==> src/rtl/pcp_pkg.sv <==
package pcp_pkg;

    typedef enum logic [2:0] {
        FN_ADD = 3'd0,
        FN_SUB = 3'd1,
        FN_AND = 3'd2,
        FN_OR  = 3'd3,
        FN_SLT = 3'd4
    } alu_fn_e;

    typedef enum logic [2:0] {
        CLS_REG,
        CLS_LOAD,
        CLS_STORE,
        CLS_BRANCH,
        CLS_ORI,
        CLS_ADDI,
        CLS_NONE
    } instr_cls_e;

    typedef struct packed {
        logic    sign_ext;
        logic    alu_imm;
        alu_fn_e alu_fn;
        logic    dst_rd;
    } ex_ctl_t;

    typedef struct packed {
        logic wr;
        logic rd;
        logic branch;
    } mem_ctl_t;

    typedef struct packed {
        logic mem_to_reg;
        logic reg_wr;
    } wb_ctl_t;

endpackage

==> src/rtl/pcp_decoder.sv <==
module pcp_decoder
    import pcp_pkg::*;
#(
    parameter int OPC_W = 6,
    parameter int FUN_W = 6
) (
    input  logic [OPC_W-1:0] opcode,
    input  logic [FUN_W-1:0] funct,
    output ex_ctl_t          ex_ctl,
    output mem_ctl_t         mem_ctl,
    output wb_ctl_t          wb_ctl
);

    instr_cls_e cls;
    alu_fn_e    rfn;
    logic       rfn_ok;

    // classify opcode
    always_comb begin
        unique case (opcode)
            OPC_W'(6'h00): cls = CLS_REG;
            OPC_W'(6'h23): cls = CLS_LOAD;
            OPC_W'(6'h2B): cls = CLS_STORE;
            OPC_W'(6'h04): cls = CLS_BRANCH;
            OPC_W'(6'h0D): cls = CLS_ORI;
            OPC_W'(6'h08): cls = CLS_ADDI;
            default:       cls = CLS_NONE;
        endcase
    end

    // register-type function field
    always_comb begin
        rfn_ok = 1'b1;
        rfn    = FN_ADD;
        case (funct)
            FUN_W'(6'h20): rfn = FN_ADD;
            FUN_W'(6'h22): rfn = FN_SUB;
            FUN_W'(6'h24): rfn = FN_AND;
            FUN_W'(6'h25): rfn = FN_OR;
            FUN_W'(6'h2A): rfn = FN_SLT;
            default:       rfn_ok = 1'b0;
        endcase
    end

    // control pattern per class
    always_comb begin
        ex_ctl  = '0;
        mem_ctl = '0;
        wb_ctl  = '0;
        unique case (cls)
            CLS_REG: begin
                if (rfn_ok) begin
                    ex_ctl.sign_ext = 1'b1;
                    ex_ctl.alu_fn   = rfn;
                    ex_ctl.dst_rd   = 1'b1;
                    wb_ctl.reg_wr   = 1'b1;
                end
            end
            CLS_LOAD: begin
                ex_ctl.sign_ext   = 1'b1;
                ex_ctl.alu_imm    = 1'b1;
                mem_ctl.rd        = 1'b1;
                wb_ctl.mem_to_reg = 1'b1;
                wb_ctl.reg_wr     = 1'b1;
            end
            CLS_STORE: begin
                ex_ctl.sign_ext = 1'b1;
                ex_ctl.alu_imm  = 1'b1;
                mem_ctl.wr      = 1'b1;
            end
            CLS_BRANCH: begin
                ex_ctl.sign_ext = 1'b1;
                ex_ctl.alu_fn   = FN_SUB;
                mem_ctl.branch  = 1'b1;
            end
            CLS_ORI: begin
                ex_ctl.alu_imm = 1'b1;
                ex_ctl.alu_fn  = FN_OR;
                wb_ctl.reg_wr  = 1'b1;
            end
            CLS_ADDI: begin
                ex_ctl.sign_ext = 1'b1;
                ex_ctl.alu_imm  = 1'b1;
                wb_ctl.reg_wr   = 1'b1;
            end
            CLS_NONE: begin
                ex_ctl  = '0;
                mem_ctl = '0;
                wb_ctl  = '0;
            end
        endcase
    end

endmodule

==> src/rtl/pcp_stage_reg.sv <==
module pcp_stage_reg #(
    parameter int W = 8
) (
    input  logic         clk,
    input  logic         rst_n,
    input  logic [W-1:0] d,
    output logic [W-1:0] q
);

    always_ff @(posedge clk or negedge rst_n) begin
        if (!rst_n) q <= '0;
        else        q <= d;
    end

endmodule

==> src/rtl/pcp_ctrl_pipe.sv <==
module pcp_ctrl_pipe
    import pcp_pkg::*;
#(
    parameter int INSTR_W = 32,
    parameter int OPC_W   = 6,
    parameter int FUN_W   = 6,
    parameter int REG_AW  = 5
) (
    input  logic              clk,
    input  logic              rst_n,
    input  logic [INSTR_W-1:0] id_instr,
    input  logic              id_bubble,
    input  logic              ex_flush,
    output logic              ex_sign_ext,
    output logic              ex_alu_imm,
    output logic [2:0]        ex_alu_fn,
    output logic              ex_dst_rd,
    output logic [REG_AW-1:0] ex_dst_reg,
    output logic              mem_wr_en,
    output logic              mem_rd_en,
    output logic              mem_branch,
    output logic [REG_AW-1:0] mem_dst_reg,
    output logic              wb_mem_to_reg,
    output logic              wb_reg_wr,
    output logic [REG_AW-1:0] wb_dst_reg
);

    localparam int OPC_LSB = INSTR_W - OPC_W;
    localparam int RS_LSB  = OPC_LSB - REG_AW;
    localparam int RT_LSB  = RS_LSB - REG_AW;
    localparam int RD_LSB  = RT_LSB - REG_AW;

    typedef struct packed {
        ex_ctl_t           ex;
        mem_ctl_t          mem;
        wb_ctl_t           wb;
        logic [REG_AW-1:0] rt;
        logic [REG_AW-1:0] rd;
    } idex_t;

    typedef struct packed {
        mem_ctl_t          mem;
        wb_ctl_t           wb;
        logic [REG_AW-1:0] dst;
    } exmem_t;

    typedef struct packed {
        wb_ctl_t           wb;
        logic [REG_AW-1:0] dst;
    } memwb_t;

    localparam int IDEX_W  = $bits(idex_t);
    localparam int EXMEM_W = $bits(exmem_t);
    localparam int MEMWB_W = $bits(memwb_t);

    ex_ctl_t  dec_ex;
    mem_ctl_t dec_mem;
    wb_ctl_t  dec_wb;

    idex_t  ie_d, ie_q;
    exmem_t em_d, em_q;
    memwb_t mw_d, mw_q;
    logic [IDEX_W-1:0]  ie_vec;
    logic [EXMEM_W-1:0] em_vec;
    logic [MEMWB_W-1:0] mw_vec;

    logic [REG_AW-1:0] ex_dst;
    logic ie_reg_wr, ie_mem_wr;

    pcp_decoder #(.OPC_W(OPC_W), .FUN_W(FUN_W)) dec_i (
        .opcode  (id_instr[INSTR_W-1:OPC_LSB]),
        .funct   (id_instr[FUN_W-1:0]),
        .ex_ctl  (dec_ex),
        .mem_ctl (dec_mem),
        .wb_ctl  (dec_wb)
    );

    // decode -> execute, bubble strips the side effects
    always_comb begin
        ie_d.ex  = dec_ex;
        ie_d.mem = dec_mem;
        ie_d.wb  = dec_wb;
        ie_d.rt  = id_instr[RT_LSB +: REG_AW];
        ie_d.rd  = id_instr[RD_LSB +: REG_AW];
        if (id_bubble) begin
            ie_d.wb.reg_wr  = 1'b0;
            ie_d.mem.wr     = 1'b0;
            ie_d.mem.branch = 1'b0;
        end
    end

    pcp_stage_reg #(.W(IDEX_W)) idex_i (
        .clk (clk), .rst_n (rst_n), .d (ie_d), .q (ie_vec)
    );
    assign ie_q = idex_t'(ie_vec);

    assign ex_dst = ie_q.ex.dst_rd ? ie_q.rd : ie_q.rt;

    // execute -> memory, flush strips the side effects
    always_comb begin
        em_d.mem = ie_q.mem;
        em_d.wb  = ie_q.wb;
        em_d.dst = ex_dst;
        if (ex_flush) begin
            em_d.wb.reg_wr  = 1'b0;
            em_d.mem.wr     = 1'b0;
            em_d.mem.branch = 1'b0;
        end
    end

    pcp_stage_reg #(.W(EXMEM_W)) exmem_i (
        .clk (clk), .rst_n (rst_n), .d (em_d), .q (em_vec)
    );
    assign em_q = exmem_t'(em_vec);

    // memory -> write-back
    always_comb begin
        mw_d.wb  = em_q.wb;
        mw_d.dst = em_q.dst;
    end

    pcp_stage_reg #(.W(MEMWB_W)) memwb_i (
        .clk (clk), .rst_n (rst_n), .d (mw_d), .q (mw_vec)
    );
    assign mw_q = memwb_t'(mw_vec);

    assign ie_reg_wr = ie_q.wb.reg_wr;
    assign ie_mem_wr = ie_q.mem.wr;

    assign ex_sign_ext   = ie_q.ex.sign_ext;
    assign ex_alu_imm    = ie_q.ex.alu_imm;
    assign ex_alu_fn     = ie_q.ex.alu_fn;
    assign ex_dst_rd     = ie_q.ex.dst_rd;
    assign ex_dst_reg    = ex_dst;
    assign mem_wr_en     = em_q.mem.wr;
    assign mem_rd_en     = em_q.mem.rd;
    assign mem_branch    = em_q.mem.branch;
    assign mem_dst_reg   = em_q.dst;
    assign wb_mem_to_reg = mw_q.wb.mem_to_reg;
    assign wb_reg_wr     = mw_q.wb.reg_wr;
    assign wb_dst_reg    = mw_q.dst;

endmodule

==> config.mk <==
export PLATFORM = sky130hd
export DESIGN_NAME = pcp_ctrl_pipe
export DESIGN_NICKNAME = d
export VERILOG_FILES = /design/src/rtl/pcp_pkg.sv /design/src/rtl/pcp_decoder.sv /design/src/rtl/pcp_stage_reg.sv /design/src/rtl/pcp_ctrl_pipe.sv
export SDC_FILE = /design/constraint.sdc
export NUM_CORES = 1
export LEC_CHECK = 0
export ABC_AREA = 1
export BUFFER_PORTS_ARGS = -buffer_cell sky130_fd_sc_hd__clkbuf_2
export CORE_UTILIZATION = 45
export DETAILED_ROUTE_END_ITERATION = 6
export GPL_TIMING_DRIVEN = 0
export PLACE_DENSITY = 0.78
export SYNTH_ARGS = -nofsm -noshare
export SYNTH_HDL_FRONTEND = slang
export SYNTH_SLANG_ARGS = --single-unit
==> constraint.sdc <==
create_clock -name clk -period 1.2 [get_ports clk]
set_input_delay 0.12 -clock clk [delete_from_list [all_inputs] [get_ports clk]]
set_output_delay 0.12 -clock clk [all_outputs]
set_load 0.02 [all_outputs]
==> results.py, run 1 <==
metrics = {
    "clock_network": {
        "numCtsBuffers": 5,
        "cts_tree": "built",
        "cts_root_buffer": "clkbuf_4",
        "htreeDepth": 2,
        "clk_pin_slew_ns": 0.10,
        "clk_path_buf_depth": 2,
        "clock_latency_ns": 0.33,
        "clock-sinks": 36,
    },
    "setup_path": {
        "path_class": "register to primary output",
        "end_kind": "primary output",
        "slowest_stage": "dfrtp_2",
        "cp_slowest_stage_delay_ns": 0.50,
        "required_ns": 1.08,
        "crit_arrival_ns": 1.31,
        "cp_cell_sequence": "mux2_4 -> buf_8",
        "cp_max_fo": 6,
        "worstSetupStartpointType": "register",
    },
    "global_routing": {
        "grt_pass1_wl_mm": 3.93,
        "grt_usage_pct": 17.1,
        "grt_util_met3_pct": 7.60,
        "met2_usage_pct": 32.7,
        "grt_pass1_vias": 972,
        "busiest_layer": "met2",
        "globalRoute.totalOverflow": 0,
        "grt_start_max_net_pins": 37,
        "met1_usage_pct": 15.5,
        "antenna_found_initial": 0,
    },
    "timing": {
        "min_period_ns": 1.43,
        "hold_viol_final": 0,
        "slew_headroom_pct": 45.2,
        "holdWs_ns": 0.0753,
        "rsz0062_at_grt": "yes",
        "tns_ns": -1.13,
        "setup_viol": 5,
        "layout_setup_ws_ns": -0.231,
        "period_share_pct": 119,
        "fin_skew_ns": 0.00797,
        "fmax_ghz": 0.699,
        "maxSlewViolCount": 0,
        "worst_slew_pin_slew_ns": 0.822,
    },
    "layout": {
        "drive_above_1_share_pct": 47.3,
        "final_cell_mix": "clkbuf_2 (45), dfrtp_1 (35), nand2_1 (17), dlygate4sd3_1 (13)",
        "nFillCells": 215,
        "final_common_cell": "clkbuf_2",
        "areaGrowthSynthToFinish_pct": 43.7,
        "n_antenna_cell": 0,
        "final-seq-area_um2": 902,
        "multi_input_area_um2": 303,
        "final_nets": 219,
    },
    "floorplan": {
        "core_area_mm2": 0.00278,
        "ios": 62,
        "die_h_um": 56.4,
        "die_w_um": 56.4,
        "initial_utilization_pct": 47.9,
        "rows": 19,
        "dieArea_mm2": 0.00318,
    },
    "yosys": {
        "yosysTopAreaCell": "dfrtp_1",
        "syn-cell-area_mm2": 0.00133,
        "synth_top_area_share_pct": 67.7,
        "synthTopCellsByArea": "dfrtp_1 (68%), buf_4 (7.3%), nand2_1 (4.8%)",
        "ys_ff_latch": 36,
        "ys_warn_count": 0,
        "syn-num-nets": 149,
        "synth.distinct_cells": 18,
        "avgSynthCellArea_um2": 11.8,
        "seq_area_frac_synth_pct": 67.7,
        "synth_cells": 113,
    },
    "detailed_routing": {
        "num_vias": 980,
        "drc": 0,
        "antenna_left": 0,
        "wire_per_inst_um": 11.2,
        "first_pass_iters": 4,
        "viasPerCell": 4.56,
        "drtIter0Drc": 13,
        "wirelength_mm": 2.42,
    },
    "place": {
        "dp_hpwl_mm": 1.63,
        "place_congestion": 0.770,
        "port_buffers": 51,
        "pre_cts_slack_ns": -0.0596,
    },
    "pwr": {
        "vdd_drop_max_uv": 1190,
        "pwr_density_cell_mw_per_mm2": 1290,
        "power.leakage_uw": 0.00107,
    },
    "job": {
        "maxCapViolations": 0,
    },
    "worst_hold_path": {
        "hold_class": "primary input to register",
    },
    "status": {
        "violations": "setup timing",
        "status": "complete, but fails checks",
    },
}
-- worst max-delay path, delay by kind of cell (launching register included) --
kind / cells / cell delay [ns]
buf+inv: 1 / 0.13
flops: 1 / 0.50
mux: 1 / 0.34
-- flip-flops by register name (all words and copies together), names as in the netlist --
name,flops
idex_i.q,20
memwb_i.q,7
exmem_i.q,9
-- logic make-up (layout without fill, tap and decap cells) --
family / Yosys count / in the layout / share of synthesized area, %
flip-flops: 36 / 36 / 67.7
AO/OA/AOI/OAI: 3 / 3 / 1.60
AND/OR/NAND/NOR: 43 / 43 / 15.5
buffers and inverters: 26 / 97 / 11.0
multiplexers: 5 / 5 / 4.23
-- cell type report --
class | count | area share, %
Sequential cell | 36 | 47.2
Clock inverter | 1 | 1.57
Multi-Input combinational cell | 51 | 15.8
Inverter | 13 | 2.55
Timing Repair Buffer | 68 | 24.3
Tap cell | 31 | 2.03
Buffer | 8 | 3.14
Clock buffer | 7 | 3.40
-- metrics by stage --
step / util, % / cells / total power, uW / instance area (um^2)
2_1_floorplan: - / 113 / 1400 / 1330
3_3_place_gp: 58.4 / 195 / 1500 / 1630
3_5_place_dp: 58.4 / 195 / 1510 / 1630
4_1_cts: 68.6 / 215 / 2490 / 1910
5_1_grt: 68.8 / 215 / 2590 / 1910
6_report: 68.8 / 215 / 2470 / 1910
-- final timing paths --
check                           endpoint          from  slack [ns]  cells after the start
max                        ex_dst_reg[4]  idex_i.q[15]       -0.23                      2
max reg2reg                 exmem_i.q[4]  idex_i.q[15]        0.12                      2
min reg2reg                 exmem_i.q[6]  idex_i.q[11]        0.36                      0
min in group asynchronous    idex_i.q[1]         rst_n        0.42                      2
min                         idex_i.q[17]   id_instr[1]        0.08                      4
max in group asynchronous   idex_i.q[15]         rst_n        0.22                      2
-- report_power, final --
| part | internal, uW | switching (uW) | total, uW |
|---|---|---|---|
| combinational | 139 | 141 | 280 |
| clock | 553 | 366 | 919 |
| sequential | 1250 | 14.1 | 1270 |
-- timing repair --
item	4_1_cts	5_1_grt
gates resized for setup	12	6
setup buffers	4	0
setup endpoints to repair	6	6
hold endpoints to repair	52	0
hold buffers	13	0
-- synth_stat cells --
cell type / instances
nand2_1: 17
nor2_2: 4
nor2_1: 12
a21oi_2: 1
dfrtp_1: 36
nand3b_1: 1
o21ai_1: 1
nor2_4: 2
a21o_1: 1
mux2_2: 5
buf_4: 13
nor3_2: 1
inv_1: 12
nor3_1: 1
nand3_1: 3
nand4_1: 1
inv_2: 1
nand2_2: 1
-- routing by layer --
layer  vias up  share of wire (%)
li1        470                  -
met1       467                 34
met3         2                6.8
met4         0               0.62
met5         -                  0
met2        41                 59
No activity file was read; power rests on OpenSTA's default activity.
==> inputs of run 2 (changes only) <==
--- a/constraint.sdc
+++ b/constraint.sdc
@@ -3,2 +3,2 @@
 set_output_delay 0.12 -clock clk [all_outputs]
-set_load 0.02 [all_outputs]
+set_load 0.05 [all_outputs]
==> run 2 against run 1 <==
- the run still ends with setup timing left
- cell count rose by 2.3%
- flip-flop and latch count did not move
- count of clock-buffer cells in the layout rose by 1
- total power fell by 6.7%
- routed wire length rose by 8.3%
- clock power fell by 30%
- combinational power rose by 40%
- register-to-register slack barely moved
- critical path depth rose by 1
- critical path type unchanged
- critical endpoint is now ex_dst_reg[2]
==> results.py, run 2 (synthesis results as in run 1) <==
metrics = {
    "detailed_routing": {
        "antenna_left": 0,
        "drtIter0Drc": 12,
        "first_pass_iters": 3,
        "viasPerCell": 4.50,
        "wirelength_mm": 2.62,
        "drc": 0,
        "wire_per_inst_um": 11.9,
        "num_vias": 990,
    },
    "pwr": {
        "p_int_uw": 1710,
        "swShare_pct": 25.5,
        "pwr_density_cell_mw_per_mm2": 1130,
        "power_switching_uw": 587,
        "power_frac_seq_pct": 55.1,
        "p_comb_share_pct": 17.0,
        "pwr-share-clk_pct": 27.8,
        "vdd_drop_max_uv": 1020,
        "p_total_uw": 2300,
        "power.leakage_uw": 0.00112,
    },
    "status": {
        "violations": "setup timing",
        "status": "complete, but fails checks",
    },
    "setup_path": {
        "worstSetupStartpointType": "register",
        "crit_arrival_ns": 1.43,
        "required_ns": 1.08,
        "r2r_slack_ns": 0.13,
        "r2r_end": "exmem_i.q[3]",
        "cp_max_fo": 6,
        "reg2reg_depth": 2,
        "end_kind": "primary output",
        "path_class": "register to primary output",
        "r2r-start": "idex_i.q[15]",
    },
    "clock_network": {
        "cts_root_buffer": "clkbuf_4",
        "numCtsBuffers": 5,
        "clk_pin_slew_ns": 0.10,
        "cts_tree": "built",
        "clock-sinks": 36,
        "htreeDepth": 2,
        "clock_latency_ns": 0.33,
        "clk_path_buf_depth": 2,
    },
    "place": {
        "dp_hpwl_mm": 1.62,
        "place_congestion": 0.748,
        "placed_area_mm2": 0.00163,
        "post-place-cells": 195,
        "port_buffers": 51,
    },
    "layout": {
        "multi_input_area_um2": 303,
        "nFillCells": 190,
        "largest_register_ffs": 20,
        "areaGrowthSynthToFinish_pct": 52.3,
        "n_antenna_cell": 0,
        "top_regs": "idex_i.q: 20 flops, exmem_i.q: 9 flops, memwb_i.q: 7 flops",
        "final_cell_mix": "clkbuf_2 (37), dfrtp_1 (35), nand2_1 (17), buf_4 (14), dlygate4sd3_1 (13)",
        "design_area_mm2": 0.00203,
        "final-seq-area_um2": 902,
        "final_common_cell": "clkbuf_2",
        "fin_util_pct": 72.9,
        "drive_above_1_share_pct": 47.6,
        "regMostFlops": "idex_i.q",
        "stdcell_count": 220,
        "final_nets": 224,
    },
    "floorplan": {
        "die_h_um": 56.4,
        "core_area_mm2": 0.00278,
        "initial_utilization_pct": 47.9,
        "dieArea_mm2": 0.00318,
        "ios": 62,
        "die_w_um": 56.4,
        "rows": 19,
    },
    "timing": {
        "fin_skew_ns": 0.00989,
        "hold_viol_final": 0,
        "tns_ns": -1.89,
        "maxSlewViolCount": 0,
        "worst_slew_pin_slew_ns": 0.837,
        "setup_viol": 6,
        "rsz0062_at_grt": "yes",
        "fmax_ghz": 0.646,
        "slew_headroom_pct": 44.2,
        "min_period_ns": 1.55,
        "layout_setup_ws_ns": -0.347,
        "period_share_pct": 129,
    },
    "worst_hold_path": {
        "hold_end": "idex_i.q[17]",
        "hold_class": "primary input to register",
        "hold_start": "id_instr[1]",
        "min_path_cells": 4,
    },
    "global_routing": {
        "globalRoute.totalOverflow": 0,
        "grt_usage_pct": 18.6,
        "grt_pass1_vias": 989,
        "grt_start_max_net_pins": 37,
        "antenna_found_initial": 0,
        "grt_pass1_wl_mm": 4.28,
    },
    "job": {
        "maxCapViolations": 0,
    },
}
run 2: changes by cell type in the layout (fill, tap and decap cells not counted), sizes merged:
cell    delta
buf        +7
bufinv     -1
clkbuf     -1
run 2: critical path: stages (launching register included):
cell and delay, ns:
dfrtp_2 0.49, mux2_4 0.34, buf_6 0.12, clkbuf_16 0.16
run 2: layer usage:
layer / up-vias / track usage (%) / share of wire [%]
li1: 484 / - / -
met4: 0 / 6.27 / 1.4
met3: 3 / 5.99 / 6.0
met5: - / 0 / 0
met1: 463 / 16.6 / 34
met2: 40 / 37.9 / 58
run 2: worst max-delay path by stage:
| stage | from | cells past startpoint | slack, ns | to |
|---|---|---|---|---|
| after floorplan | idex_i.q[15] | 2 | -0.03 | ex_dst_reg[0] |
| after global placement | idex_i.q[15] | 3 | -0.06 | ex_dst_reg[2] |
| after detailed placement | idex_i.q[15] | 3 | -0.08 | ex_dst_reg[2] |
| after CTS | idex_i.q[15] | 3 | -0.37 | ex_dst_reg[2] |
| after global routing | idex_i.q[15] | 3 | -0.41 | ex_dst_reg[4] |
| final | idex_i.q[15] | 3 | -0.35 | ex_dst_reg[2] |
run 2: layout make-up:
class	instances	area share (%)
Buffer	12	5.19
Clock buffer	8	2.90
Inverter	13	2.41
Multi-Input combinational cell	51	14.9
Sequential cell	36	44.5
Tap cell	31	1.91
Timing Repair Buffer	69	28.1
run 2: what timing repair did:
action | CTS | global route
resized for setup | 33 | 11
hold buffers | 13 | 0
endpoints found under the hold margin | 52 | 0
setup endpoints to repair | 11 | 14
buffers inserted | 3 | 2
run 2: through the flow:
stage	setup slack, ns	hold slack [ns]
detailed placement	-0.0766	0.230
CTS	-0.368	0.0616
global route	-0.415	0.0845
finish	-0.347	0.0749
global placement	-0.0586	0.229
floorplan	-0.0308	-0.176
run 2: power by group through the flow:
| stage | Sequential, uW | Clock [uW] | Combinational (uW) |
|---|---|---|---|
| 3_5_place_dp | 1290 | 0 | 296 |
| 3_3_place_gp | 1290 | 0 | 288 |
| 4_1_cts | 1270 | 659 | 382 |
| 5_1_grt | 1270 | 721 | 415 |
| 2_1_floorplan | 1330 | 0 | 141 |
| 6_report | 1270 | 640 | 391 |
==> inputs of run 3 (changes only) <==
CELL_PAD_IN_SITES_DETAIL_PLACEMENT = 1   (was default)
CELL_PAD_IN_SITES_GLOBAL_PLACEMENT = 2   (was default)
CORE_UTILIZATION = 27   (was 45)
PLACE_DENSITY = 0.77   (was 0.78)
==> run 3 against run 2 <==
- the run still ends with setup timing left
- die area grew 64%
- largest power group unchanged
- total power grew 7.9%
- fmax grew 9.9%
- highest routed layer unchanged
- count of clock-buffer cells in the layout shrank 2
- routed wire length grew 5.0%
- core utilization shrank 31 points
- first-iteration DRC count grew 130%
- setup slack gained 0.14 ns
- sequential share of layout area grew 0.93 points
- clock skew shrank 0.0047 ns
- clock power grew 33%
- worst hold slack lost 0.054 ns
==> results.py, run 3 (synthesis results as in run 1) <==
metrics = {
    "floorplan": {
        "initial_utilization_pct": 28.2,
        "rows": 25,
        "core_area_mm2": 0.00472,
        "ios": 62,
        "die_w_um": 72.2,
        "dieArea_mm2": 0.00522,
        "die_h_um": 72.2,
    },
    "clock_network": {
        "clk_path_buf_depth": 2,
        "clock-sinks": 36,
        "cts_tree": "built",
        "htreeDepth": 2,
        "cts_root_buffer": "clkbuf_8",
        "clk_pin_slew_ns": 0.07,
        "clock_latency_ns": 0.28,
        "numCtsBuffers": 5,
    },
    "detailed_routing": {
        "drc": 0,
        "wirelength_mm": 2.75,
        "viasPerCell": 3.96,
        "antenna_left": 0,
        "num_vias": 983,
        "wire_per_inst_um": 11.1,
        "drtIter0Drc": 28,
        "first_pass_iters": 2,
    },
    "pwr": {
        "power.leakage_uw": 0.00108,
        "pwr_density_cell_mw_per_mm2": 1250,
        "p_total_uw": 2480,
        "vdd_drop_max_uv": 393,
    },
    "layout": {
        "final_nets": 216,
        "n_antenna_cell": 0,
        "largest_register_ffs": 20,
        "drive_above_1_share_pct": 47.0,
        "top_regs": "idex_i.q: 20 flops, exmem_i.q: 9 flops, memwb_i.q: 7 flops",
        "fin_util_pct": 42.0,
        "stdcell_count": 248,
        "final-seq-area_um2": 902,
        "areaGrowthSynthToFinish_pct": 49.2,
        "final_common_cell": "clkbuf_2",
        "nFillCells": 530,
        "multi_input_area_um2": 303,
        "regMostFlops": "idex_i.q",
        "final_cell_mix": "clkbuf_2 (44), dfrtp_1 (35), nand2_1 (17)",
    },
    "timing": {
        "fmax_ghz": 0.710,
        "rsz0062_at_grt": "yes",
        "layout_setup_ws_ns": -0.208,
        "hold_viol_final": 0,
        "slew_headroom_pct": 68.9,
        "setup_viol": 5,
        "min_period_ns": 1.41,
        "fin_skew_ns": 0.00517,
        "maxSlewViolCount": 0,
        "period_share_pct": 117,
        "worst_slew_pin_slew_ns": 0.467,
    },
    "global_routing": {
        "antenna_found_initial": 0,
        "globalRoute.totalOverflow": 0,
        "grt_usage_pct": 11.8,
        "grt_pass1_vias": 1031,
        "grt_start_max_net_pins": 37,
        "grt_pass1_wl_mm": 4.43,
    },
    "setup_path": {
        "end_kind": "primary output",
        "r2r-start": "idex_i.q[15]",
        "cp_max_fo": 6,
        "required_ns": 1.08,
        "worstSetupStartpointType": "register",
        "startpoint": "idex_i.q[15]",
        "path_class": "register to primary output",
        "crit_arrival_ns": 1.29,
    },
    "status": {
        "status": "complete, but fails checks",
        "violations": "setup timing",
    },
    "place": {
        "place_congestion": 0.721,
        "post-place-cells": 231,
        "port_buffers": 51,
        "dp_hpwl_mm": 1.99,
    },
    "worst_hold_path": {
        "hold_class": "primary input to register",
        "hold_start": "id_bubble",
    },
    "job": {
        "maxCapViolations": 0,
    },
}
## run 3: final timing paths
kind,end,slack [ns],cells past startpoint
min in group asynchronous,exmem_i.q[1],0.35,2
min,idex_i.q[10],0.02,2
max reg2reg,exmem_i.q[1],0.13,2
max in group asynchronous,idex_i.q[15],0.50,2
min reg2reg,memwb_i.q[5],0.35,0
max,ex_dst_reg[2],-0.21,2
## run 3: layer usage
layer	track usage [%]	vias to the layer above	share of wire (%)
met5	0	-	0
met4	7.19	0	2.1
met3	3.33	7	7.2
met2	21.5	44	53
met1	11.7	470	37
li1	-	462	-
## run 3: where the power goes
| part | leakage, uW | internal (uW) | total [uW] | switching, uW |
|---|---|---|---|---|
| Sequential | 0.000454 | 1250 | 1270 | 13.4 |
| Clock | 0.0000510 | 457 | 849 | 392 |
| Combinational | 0.000576 | 149 | 364 | 215 |
## run 3: per-stage QoR
stage / TNS [ns] / hold WS, ns / setup WS [ns] / cell area (um^2)
after detailed placement: -0.348 / 0.231 / -0.0794 / 1670
after global routing: -1.23 / 0.0255 / -0.248 / 1990
after global placement: -0.326 / 0.231 / -0.0683 / 1670
final: -1.02 / 0.0208 / -0.208 / 1990
after CTS: -1.10 / 0.00959 / -0.224 / 1980
after floorplan: -0.154 / -0.176 / -0.0308 / 1330
## run 3: layout make-up
type / count / share of cell area [%]
Buffer: 8 / 3.02
Clock buffer: 6 / 4.16
Clock inverter: 2 / 0.504
Inverter: 13 / 2.46
Multi-Input combinational cell: 51 / 15.2
Sequential cell: 36 / 45.4
Tap cell: 67 / 4.22
Timing Repair Buffer: 65 / 25.0
## run 3: worst max-delay path, cell delays in order, from the launching register on
cell,delay (ns)
dfrtp_2,0.49
mux2_4,0.34
clkbuf_16,0.17
## run 3: what timing repair did
action / 4_1_cts / 5_1_grt
resized for setup: 21 / 2
hold buffers: 12 / 0
buffers inserted: 2 / 0
endpoints found under the setup margin: 5 / 42
endpoints found under the hold margin: 48 / 0
